**config.mk**
```make
export PLATFORM = sky130hd
export DESIGN_NAME = rx_irq_select
export DESIGN_NICKNAME = d
export VERILOG_FILES = /design/src/rtl/rx_irq_pkg.sv /design/src/rtl/rx_word_flags.sv /design/src/rtl/rx_err_flag.sv /design/src/rtl/rx_irq_mux.sv /design/src/rtl/rx_irq_select.sv
export SDC_FILE = /design/constraint.sdc
export NUM_CORES = 1
export LEC_CHECK = 0
export ABC_AREA = 1
export BUFFER_PORTS_ARGS = -buffer_cell sky130_fd_sc_hd__buf_4
export CAP_MARGIN = 20
export CORE_AREA = 4 4 41 43
export DETAILED_ROUTE_END_ITERATION = 12
export DIE_AREA = 0 0 45 47
export PLACE_DENSITY_LB_ADDON = 0.3
export SYNTH_ARGS = -nofsm -noshare
export SYNTH_HDL_FRONTEND = slang
export SYNTH_SLANG_ARGS = --single-unit
```
**constraint.sdc**
```tcl
create_clock -name clk -period 0.9 [get_ports clk]
set_clock_uncertainty 0.05 [all_clocks]
set_input_delay 0.27 -clock clk [delete_from_list [all_inputs] [get_ports clk]]
set_output_delay 0.27 -clock clk [all_outputs]
set_load 0.05 [all_outputs]
```
**src/rtl/rx_irq_pkg.sv**
```systemverilog
package rx_irq_pkg;

    localparam int MODE_W = 2;

    typedef enum logic [MODE_W-1:0] {
        SRC_READY = 2'd0,
        SRC_BLOCK = 2'd1,
        SRC_FSYNC = 2'd2,
        SRC_FSERR = 2'd3
    } irq_src_e;

    typedef struct packed {
        logic rdy_rise;
        logic blk_rise;
        logic fs_rise;
        logic err_rise;
    } rx_evt_t;

    function automatic logic pick_event(irq_src_e src, rx_evt_t ev,
                                        logic mch, logic in_reset);
        logic hit;
        case (src)
            SRC_READY: hit = ev.rdy_rise & ~in_reset;
            SRC_BLOCK: hit = ev.blk_rise & mch & ~in_reset;
            SRC_FSYNC: hit = ev.fs_rise;
            default:   hit = ev.err_rise & ~in_reset;
        endcase
        return hit;
    endfunction

endpackage

```
**src/rtl/rx_word_flags.sv**
```systemverilog
module rx_word_flags (
    input  logic clk,
    input  logic rst,
    input  logic rx_reset,
    input  logic buf_load,
    input  logic shift_full,
    input  logic dreg_rd,
    output logic rdy,
    output logic full,
    output logic rdy_rise
);
    logic buf_v, buf_d, rdy_d, full_d, move;

    always_comb begin
        move   = buf_v & ~rdy;
        rdy_d  = rdy;
        buf_d  = buf_v;
        full_d = full | (buf_v & shift_full & rdy);
        if (dreg_rd) begin
            rdy_d  = 1'b0;
            full_d = 1'b0;
        end
        if (move) begin
            rdy_d = 1'b1;
            buf_d = 1'b0;
        end
        if (buf_load) buf_d = 1'b1;
        if (rx_reset) begin
            rdy_d  = 1'b0;
            buf_d  = 1'b0;
            full_d = 1'b0;
        end
    end

    assign rdy_rise = rdy_d & ~rdy;

    always_ff @(posedge clk) begin
        if (rst) begin
            rdy   <= 1'b0;
            buf_v <= 1'b0;
            full  <= 1'b0;
        end else begin
            rdy   <= rdy_d;
            buf_v <= buf_d;
            full  <= full_d;
        end
    end


    full_needs_rdy_chk: assert property (@(posedge clk) disable iff (rst)
        full |-> rdy);


    read_clears_chk: assert property (@(posedge clk) disable iff (rst)
        (dreg_rd && rdy) |=> !rdy && !full);


    rx_reset_clear_chk: assert property (@(posedge clk) disable iff (rst)
        rx_reset |=> !rdy && !full);
endmodule

```
**src/rtl/rx_err_flag.sv**
```systemverilog
module rx_err_flag (
    input  logic clk,
    input  logic rst,
    input  logic rx_reset,
    input  logic fsync_unexp,
    input  logic err_wr0,
    output logic err,
    output logic err_rise
);
    logic err_d;

    always_comb begin
        if (rx_reset) err_d = 1'b0;
        else          err_d = (err & ~err_wr0) | fsync_unexp;
    end

    assign err_rise = err_d & ~err;

    always_ff @(posedge clk) begin
        if (rst) err <= 1'b0;
        else     err <= err_d;
    end


    err_sticky_chk: assert property (@(posedge clk) disable iff (rst)
        (err && !err_wr0 && !rx_reset) |=> err);


    err_set_chk: assert property (@(posedge clk) disable iff (rst)
        (fsync_unexp && !rx_reset) |=> err);
endmodule

```
**src/rtl/rx_irq_mux.sv**
```systemverilog
module rx_irq_mux
    import rx_irq_pkg::*;
(
    input  logic     clk,
    input  logic     rst,
    input  irq_src_e src,
    input  logic     mch_en,
    input  logic     rx_reset,
    input  logic     blk_done,
    input  logic     fsync_det,
    input  logic     rdy_rise,
    input  logic     err_rise,
    output logic     irq
);
    logic    blk_q, fs_q;
    rx_evt_t ev;

    always_comb begin
        ev.rdy_rise = rdy_rise;
        ev.blk_rise = blk_done & ~blk_q;
        ev.fs_rise  = fsync_det & ~fs_q;
        ev.err_rise = err_rise;
    end

    always_ff @(posedge clk) begin
        if (rst) begin
            blk_q <= 1'b0;
            fs_q  <= 1'b0;
            irq   <= 1'b0;
        end else begin
            blk_q <= blk_done;
            fs_q  <= fsync_det;
            irq   <= pick_event(src, ev, mch_en, rx_reset);
        end
    end


    reset_gate_chk: assert property (@(posedge clk) disable iff (rst)
        (rx_reset && src != SRC_FSYNC) |=> !irq);


    block_gate_chk: assert property (@(posedge clk) disable iff (rst)
        (src == SRC_BLOCK && !mch_en) |=> !irq);


    held_once_chk: assert property (@(posedge clk) disable iff (rst)
        (src == SRC_FSYNC && fsync_det && fs_q) |=> !irq);
endmodule

```
**src/rtl/rx_irq_select.sv**
```systemverilog
module rx_irq_select
    import rx_irq_pkg::*;
(
    input  logic              clk,
    input  logic              rst,
    input  logic [MODE_W-1:0] irq_mode,
    input  logic              mch_en,
    input  logic              rx_reset,
    input  logic              buf_load,
    input  logic              shift_full,
    input  logic              dreg_rd,
    input  logic              blk_done,
    input  logic              fsync_det,
    input  logic              fsync_unexp,
    input  logic              err_wr0,
    output logic              irq,
    output logic              rdy_flag,
    output logic              full_flag,
    output logic              err_flag
);
    logic     rdy_rise, err_rise;
    irq_src_e src;

    assign src = irq_src_e'(irq_mode);

    rx_word_flags u_words (
        .clk(clk), .rst(rst), .rx_reset(rx_reset),
        .buf_load(buf_load), .shift_full(shift_full), .dreg_rd(dreg_rd),
        .rdy(rdy_flag), .full(full_flag), .rdy_rise(rdy_rise)
    );

    rx_err_flag u_err (
        .clk(clk), .rst(rst), .rx_reset(rx_reset),
        .fsync_unexp(fsync_unexp), .err_wr0(err_wr0),
        .err(err_flag), .err_rise(err_rise)
    );

    rx_irq_mux u_mux (
        .clk(clk), .rst(rst), .src(src), .mch_en(mch_en),
        .rx_reset(rx_reset), .blk_done(blk_done), .fsync_det(fsync_det),
        .rdy_rise(rdy_rise), .err_rise(err_rise), .irq(irq)
    );


    ready_irq_chk: assert property (@(posedge clk) disable iff (rst)
        ($rose(rdy_flag) && $past(irq_mode) == 2'd0) |-> irq);


    err_irq_chk: assert property (@(posedge clk) disable iff (rst)
        ($rose(err_flag) && $past(irq_mode) == 2'd3) |-> irq);
endmodule

```
==> impl_results.md, run 1 <==
* R2r setup slk at -0.11 ns
* Crit-path cells: buf_8
* Sequential share of the synthesized area at 48.7%
* Cell Pwr Density at 1360 nW/µm²
* Vias per cell at 3.97
* Max clock buf depth at 2
* WL final at 698 µm
* Buf+Inv Stages, Crit Path at 1
* Htree depth at 1
* All-Layer GR Usage at 7.92%
* Internal Pwr Total at 0.557 mW
* Drt first pass iters at 3
* CTS tree: done
* Hold Path Class: in2reg
* Final min period at 1.06 ns
* Pleak at 0.292 nW
* Most instantiated library cell after synthesis: inv_1
* Reg clk slew, reported paths at 0.05 ns
* Fraction of layout cells with a size suffix above 1 at 54.7%
* Min Hold Slack at 0.149 ns
* Worst Hold Launch: dreg_rd
* Worst Path Arrival at 0.74 ns
* Main flop type after synthesis: dfxtp_1
* Fmax at 0.943 GHz
* Largest net degree at the start of global routing at 5
* Worst Path Max Fanout at 2
* Area Overhead vs Synth at 88.3%
* Clock Latency Late Sink at 0.24 ns
* Mapped cell area at 288 µm²
* Vias in the first global route at 284
* Data required, critical path at 0.58 ns
* Post-synth top area share at 48.7%
* Antenna diode count at 0
* Post-cts hold buffer count at 0
* Distinct cell type count after synthesis at 13
* HPWL after DPL at 527 µm
* Placement Rows at 13
* Wire per inst at 8.84 µm
* Clock tree sinks at 7
* Root Buffer: clkbuf_4
* Chip width at 45 µm
* Max Slew Vio Count at 0
* FILL cells at 145
* Worst stage delay on the critical path at 0.35 ns
* Core Util, Final at 41.6%
* Synth Net Count at 54
* Synth area leaders: dfxtp_1 (49%), inv_1 (12%), nand2_1 (10%)
* Tot Pwr at 0.737 mW
* CP startpoint kind: flip-flop
* Syn Area/Cell at 7.02 µm²
* Fin. Hold Viols at 0
* Unrepaired setup endpoints after global routing: yes
* R2R Path Start: u_words.rdy$_SDFF_PP0_
* Total core area at 1300 µm²
* Final Cycle Share at 118%
* CP max-delay cell: dfxtp_4
* Outcome: complete, but fails checks
* Reg2Reg Depth at 5
* Crit. End Element: primary output
* Port bufs at 16
* Antenna-violating nets left at 0
* Post-synth top cells: inv_1 (9), nand2_1 (8), nor2_1 (8)
* Critical setup path kind: reg2out
* Starting Density at 22.1%
* Pre-CTS worst setup slack at -0.0348 ns
* Tightest Pin Transition at 0.196 ns
* Chip Height at 47 µm
* Max-cap violation count at 0
* Nets@finish at 78
* Synthesis-stage register bit count at 7
* I/O pins at 17
* Final Worst Setup Slack at -0.160 ns
* CTS Buf Count at 3
* Post-synth EDFFs at 0
* Hold Path Sink: u_words.rdy$_SDFF_PP0_
* Comb pwr share at 17.2%
* Yosys Warn Count at 0
* P_sw at 0.180 mW
* Via count at 314
* Final setup fails at 8
* Global-route wire length before repair at 1.15 mm
* Sw Share at 24.5%
* Placer Congestion at 0.700
* Largest area contributor in the netlist: dfxtp_1
* Cells on Worst Hold Path at 2
* DRC viols at 0
* Failing checks: negative setup slack
* Rel. slew slack at 86.9%
* Max IR drop VDD at 544 µV
* Seq pwr share at 44.5%
* Gr ovfl total at 0
* Initial antenna violation count at 0
* DIE AREA at 2120 µm²
* Synth async-reset ratio at 0%
* RR Endpoint: u_words.full$_SDFF_PP0_
* Clock power frac at 38.3%
* Synth Instances at 41
* Delay-heaviest family, CP: flip-flops
* Initial drt markers at 2
==> cell families after synthesis <==
group / Yosys count / share of synthesized area, %
simple gates: 20 / 29.6
buf+inv: 10 / 13.0
flops: 7 / 48.7
compound gates: 4 / 8.69
==> layout by cell type (no fill, tap or decap) <==
master / instances
buf_4: 14
nor2_1: 7
inv_1: 7
nand2_1: 7
inv_2: 3
clkbuf_4: 3
buf_8: 3
dfxtp_2: 3
dfxtp_1: 3
buf_6: 2
nor2_2: 1
a211oi_2: 1
nor2_4: 1
nand3_2: 1
nand4_1: 1
nand3b_1: 1
nand2_4: 1
o21a_1: 1
o21ai_2: 1
a21oi_1: 1
clkbuf_1: 1
dfxtp_4: 1
==> power groups by stage <==
| stage | combinational, mW | clock (mW) | sequential (mW) |
|---|---|---|---|
| finish | 0.127 | 0.282 | 0.328 |
| global route | 0.140 | 0.324 | 0.329 |
| CTS | 0.115 | 0.294 | 0.327 |
| detailed placement | 0.103 | 0 | 0.333 |
| global placement | 0.104 | 0 | 0.333 |
| floorplan | 0.0277 | 0 | 0.350 |
==> how the worst max path moves through the flow <==
stage                            from                      end  cells after the start
3_3_place_gp                 rx_reset  u_words.full$_SDFF_PP0_                      5
3_5_place_dp                 rx_reset  u_words.full$_SDFF_PP0_                      5
4_1_cts        u_words.rdy$_SDFF_PP0_                 rdy_flag                      1
5_1_grt        u_words.rdy$_SDFF_PP0_                 rdy_flag                      1
2_1_floorplan    u_mux.irq$_SDFF_PP0_                      irq                      0
6_report       u_words.rdy$_SDFF_PP0_                 rdy_flag                      1
==> flip-flops by register name, indices dropped and copies added, names as in the netlist <==
| name | flops |
|---|---|
| u_mux.irq | 1 |
| u_err.err | 1 |
| u_mux.fs_q | 1 |
| u_words.full | 1 |
| u_words.buf_v | 1 |
| u_mux.blk_q | 1 |
| u_words.rdy | 1 |
==> through the flow <==
stage	instances	TNS [ns]	area (µm²)
after global routing	79	-1.17	542
final	79	-0.873	542
after detailed placement	72	-0.0356	433
after CTS	78	-0.625	500
after global placement	72	-0.0239	433
after floorplan	41	-0.0132	294
==> timing repair <==
action                     4_1_cts  5_1_grt
buffers inserted                 2        1
resized for setup                9       10
cloned                           0        0
setup endpoints to repair        4        8
pin swaps                        0        7
==> area by class of cell <==
type | instances | area (µm²) | area share, %
clock buffer | 4 | 26.3 | 4.85
inverter | 10 | 37.5 | 6.93
timing repair buffer | 19 | 173 | 31.9
tap | 15 | 18.8 | 3.46
multi-input combinational | 24 | 139 | 25.6
sequential | 7 | 148 | 27.3
==> per-layer routing <==
metal	global-route usage [%]	up-vias	share of wire (%)
met1	10.1	131	41
met5	0	-	0
met3	3.83	2	9.7
li1	-	168	-
met4	5.26	0	0.43
met2	10.5	13	48
No activity file was read; power rests on OpenSTA's default activity.
==> inputs of run 2 (changes only) <==
--- a/config.mk
+++ b/config.mk
@@ -8,9 +8,11 @@
 export ABC_AREA = 1
 export BUFFER_PORTS_ARGS = -buffer_cell sky130_fd_sc_hd__buf_4
 export CAP_MARGIN = 20
-export CORE_AREA = 4 4 41 43
+export CELL_PAD_IN_SITES_DETAIL_PLACEMENT = 0
+export CELL_PAD_IN_SITES_GLOBAL_PLACEMENT = 1
+export CORE_AREA = 2 2 39 41
 export DETAILED_ROUTE_END_ITERATION = 12
-export DIE_AREA = 0 0 45 47
+export DIE_AREA = 0 0 41 43
 export PLACE_DENSITY_LB_ADDON = 0.3
 export SYNTH_ARGS = -nofsm -noshare
 export SYNTH_HDL_FRONTEND = slang
==> impl_results.md, run 2 (synthesized netlist as in run 1, its figures left out) <==
* Failing checks: negative setup slack
* Chip width at 41 µm
* Cell Pwr Density at 1420 nW/µm²
* CP max-delay cell: dfxtp_4
* Most frequent cells in the layout: buf_4 (14), inv_1 (9), nor2_1 (7), nand2_1 (7), buf_8 (4)
* Worst setup path startpoint: u_words.rdy$_SDFF_PP0_
* CTS Buf Count at 3
* Data required, critical path at 0.58 ns
* Worst Path Max Fanout at 2
* Worst Path Arrival at 0.73 ns
* Nets@finish at 77
* Buf+Inv Stages, Crit Path at 1
* Post-cts hold buffer count at 0
* Final Cycle Share at 117%
* Clock tree sinks at 7
* Gr ovfl total at 0
* Placer Congestion at 0.662
* Max clock buf depth at 2
* Initial antenna violation count at 0
* Drt first pass iters at 4
* HPWL after DPL at 475 µm
* DIE AREA at 1760 µm²
* Via count at 307
* Largest net degree at the start of global routing at 5
* Rel. slew slack at 89.4%
* Starting Density at 20.8%
* Final Worst Setup Slack at -0.152 ns
* Delay-heaviest family, CP: flip-flops
* Global-route wire length before repair at 979 µm
* Root Buffer: clkbuf_4
* Final min period at 1.05 ns
* Outcome: complete, but fails checks
* Unrepaired setup endpoints after global routing: yes
* Port bufs at 16
* Crit-path cells: buf_8
* Clock Latency Late Sink at 0.24 ns
* Fmax at 0.950 GHz
* Final setup fails at 4
* Max IR drop VDD at 393 µV
* Antenna-violating nets left at 0
* Final TNS setup at -0.568 ns
* Vias per cell at 3.89
* Commonest non-fill, non-tap cell in the layout: buf_4
* CP startpoint kind: flip-flop
* WL final at 593 µm
* Total core area at 1380 µm²
* Critical setup path kind: reg2out
* Fin. Hold Viols at 0
* Wire per inst at 7.51 µm
* Crit. End Element: primary output
* Vias in the first global route at 245
* Pre-CTS worst setup slack at -0.0391 ns
* Worst Hold Launch: dreg_rd
* CTS tree: done
* Min Hold Slack at 0.149 ns
* All-Layer GR Usage at 8.63%
* Placement Rows at 14
* Chip Height at 43 µm
* Worst stage delay on the critical path at 0.35 ns
* Hold Path Class: in2reg
* Antenna diode count at 0
* Pleak at 0.273 nW
* Non-Filler Instances at 79
* Max Slew Vio Count at 0
* R2R Path Start: u_words.rdy$_SDFF_PP0_
* DRC viols at 0
* Htree depth at 1
* Initial drt markers at 2
* Cells after DPL at 73
* I/O pins at 17
* Reg clk slew, reported paths at 0.05 ns
* Area Overhead vs Synth at 77.8%
* Tightest Pin Transition at 0.159 ns
* Max-cap violation count at 0
* Fraction of layout cells with a size suffix above 1 at 46.0%
-- run 2: area by class of cell --
cell class / instances / area [µm²]
fillers: 156 / 872
repair buffers: 18 / 165
flip-flops and latches: 7 / 148
multi-input cells: 24 / 115
inverters: 10 / 37.5
clock buffers: 4 / 26.3
well taps: 16 / 20.0
-- run 2: per-layer routing --
layer  up-vias  GRT usage (%)  share of wire [%]  wire [µm]
li1        169              -                  -          -
met1       126           11.3                 45        266
met2        10           9.38                 46        271
met3         2           4.71                7.3         43
met4         0           8.00                2.0         12
met5         -              0                  0          0
-- run 2: final timing paths --
check / endpoint / slack [ns] / cells past startpoint
worst max-delay path: rdy_flag / -0.15 / 1
worst min-delay path: u_words.rdy$_SDFF_PP0_ / 0.15 / 2
worst max register to register: u_words.full$_SDFF_PP0_ / 0 / 4
worst min register to register: u_words.full$_SDFF_PP0_ / 0.43 / 1
-- run 2: per-stage QoR --
step | cell area, µm² | utilization (%) | power [mW]
floorplan | 294 | - | 0.378
global placement | 434 | 31.4 | 0.435
detailed placement | 434 | 31.4 | 0.436
CTS | 502 | 36.3 | 0.735
global route | 512 | 37.0 | 0.775
finish | 512 | 37.0 | 0.727
-- run 2: what timing repair did --
action	4_1_cts	5_1_grt
resized for setup	9	3
setup buffers	2	0
setup endpoints to repair	4	7
pin swaps	0	0
-- run 2: power breakdown --
group | internal [mW] | switching (mW) | total (mW)
Sequential | 0.321 | 0.00653 | 0.327
Combinational | 0.0638 | 0.0528 | 0.117
Clock | 0.169 | 0.114 | 0.283
Total | 0.553 | 0.173 | 0.727
==> inputs of run 3 (changes only) <==
==> constraint.sdc (replaced) <==
create_clock -name clk -period 0.9 [get_ports clk]
set_clock_uncertainty 0.05 [all_clocks]
set_input_delay 0.09 -clock clk [delete_from_list [all_inputs] [get_ports clk]]
set_output_delay 0.09 -clock clk [all_outputs]
set_load 0.05 [all_outputs]
==> impl_results.md, run 3 (synthesized netlist as in run 1, its figures left out) <==
* DRC viols at 0
* Max Slew Vio Count at 0
* WL final at 644 µm
* Final Worst Setup Slack at -0.00286 ns
* Seq. cell area at 149 µm²
* Post-CTS Setup Repair Bufs at 0
* Antenna diode count at 0
* Clock Latency Late Sink at 0.25 ns
* Fmax at 1.11 GHz
* DIE AREA at 1760 µm²
* Drt first pass iters at 4
* Worst setup path startpoint: u_words.rdy$_SDFF_PP0_
* RR Endpoint: u_words.buf_v$_SDFFE_PP0P_
* Htree depth at 1
* Placer Congestion at 0.710
* Commonest non-fill, non-tap cell in the layout: buf_4
* Gr ovfl total at 0
* Reg clk slew, reported paths at 0.06 ns
* Final TNS setup at -0.00286 ns
* Crit-path cells: buf_8
* Critical setup path kind: reg2out
* Worst Hold Launch: err_wr0
* Area of the multi-input gates at 110 µm²
* All-Layer GR Usage at 8.65%
* Initial drt markers at 4
* R2r setup slk at 0.09 ns
* Placement Rows at 14
* Vias in the first global route at 270
* Delay-heaviest family, CP: flip-flops
* Max clock buf depth at 2
* Worst Path Max Fanout at 5
* CP max-delay cell: dfxtp_4
* HPWL after DPL at 495 µm
* Chip Height at 43 µm
* Nets@finish at 80
* CP startpoint kind: flip-flop
* CTS tree: done
* Port bufs at 16
* Stages on the worst setup path at 1
* Clock tree sinks at 7
* Final min period at 0.903 ns
* Area Overhead vs Synth at 86.1%
* Fin. Hold Viols at 0
* Initial antenna violation count at 0
* Tightest Pin Transition at 0.187 ns
* Buf+Inv Stages, Crit Path at 1
* Max-cap violation count at 0
* Rel. slew slack at 87.5%
* Worst Path Arrival at 0.76 ns
* Vias per cell at 3.80
* Outcome: complete, but fails checks
* Final Cycle Share at 100%
* Crit. End Element: primary output
* Core Util, Final at 38.7%
* Hold Path Class: in2reg
* Global-route wire length before repair at 972 µm
* Via count at 312
* FILL cells at 152
* Wire per inst at 7.85 µm
* Chip width at 41 µm
* Final setup fails at 1
* Most frequent cells in the layout: buf_4 (12), inv_1 (9), nor2_1 (8), nand2_1 (8), dlygate4sd3_1 (5)
* Hold Path Sink: u_err.err$_SDFF_PP0_
* Failing checks: negative setup slack
* Cell Pwr Density at 1380 nW/µm²
* Max IR drop VDD at 524 µV
* CTS Buf Count at 3
* Antenna-violating nets left at 0
* R2R Path Start: u_words.rdy$_SDFF_PP0_
* Fin area at 536 µm²
* Data required, critical path at 0.76 ns
* Unrepaired setup endpoints after global routing: yes
* I/O pins at 17
* Starting Density at 20.8%
* Total core area at 1380 µm²
* Pleak at 0.283 nW
* Reg2Reg Depth at 4
* Worst stage delay on the critical path at 0.37 ns
* Cells on Worst Hold Path at 4
* Largest net degree at the start of global routing at 6
* Non-Filler Instances at 82
* Cells after DPL at 73
* Root Buffer: clkbuf_4
* Dpl cell area at 435 µm²
* Fraction of layout cells with a size suffix above 1 at 36.4%
[run 3: layer usage]
metal	routed length (µm)	track usage, %	vias to the layer above
met4	22	10.0	0
met1	268	9.39	127
met2	307	12.2	11
met3	46	1.57	2
li1	-	-	172
met5	0	0	-
[run 3: through the flow]
step           hold slack (ns)  total power [mW]  worst slack (ns)
6_report                0.0179             0.738          -0.00286
4_1_cts                 0.0123             0.753           -0.0152
3_5_place_dp             0.225             0.435             0.103
5_1_grt                 0.0286             0.774           -0.0319
2_1_floorplan            0.111             0.376           0.00102
3_3_place_gp             0.226             0.434             0.116
[run 3: worst max path at each step]
stage	to
global placement	u_words.buf_v$_SDFFE_PP0P_
floorplan	u_words.full$_SDFF_PP0_
global route	rdy_flag
detailed placement	u_words.buf_v$_SDFFE_PP0P_
CTS	rdy_flag
finish	rdy_flag
[run 3: tightest hold or removal path, delay by kind of cell]
family	cells	cell delay, ns
compound gates	1	0.05
simple gates	1	0.04
buf+inv	2	0.11
[run 3: repair_timing]
| action | 4_1_cts | 5_1_grt |
|---|---|---|
| gates resized for setup | 6 | 1 |
| hold buffers | 5 | 0 |
| pin swaps | 0 | 0 |
| setup endpoints to repair | 3 | 5 |
| endpoints found under the hold margin | 5 | 0 |
| gates cloned | 0 | 0 |
[run 3: area by class of cell]
| type | count | share of cell area (%) |
|---|---|---|
| sequential | 7 | 27.8 |
| timing repair buffer | 21 | 36.0 |
| tap | 16 | 3.74 |
| multi-input combinational | 24 | 20.6 |
| inverter | 10 | 7.01 |
| clock buffer | 4 | 4.91 |
[run 3: power breakdown]
group          switching [mW]  total, mW  leakage [nW]  internal [mW]
combinational          0.0531      0.125         0.209         0.0719
sequential            0.00681      0.325        0.0594          0.318
clock                   0.119      0.288        0.0150          0.169
total                   0.179      0.738         0.283          0.560
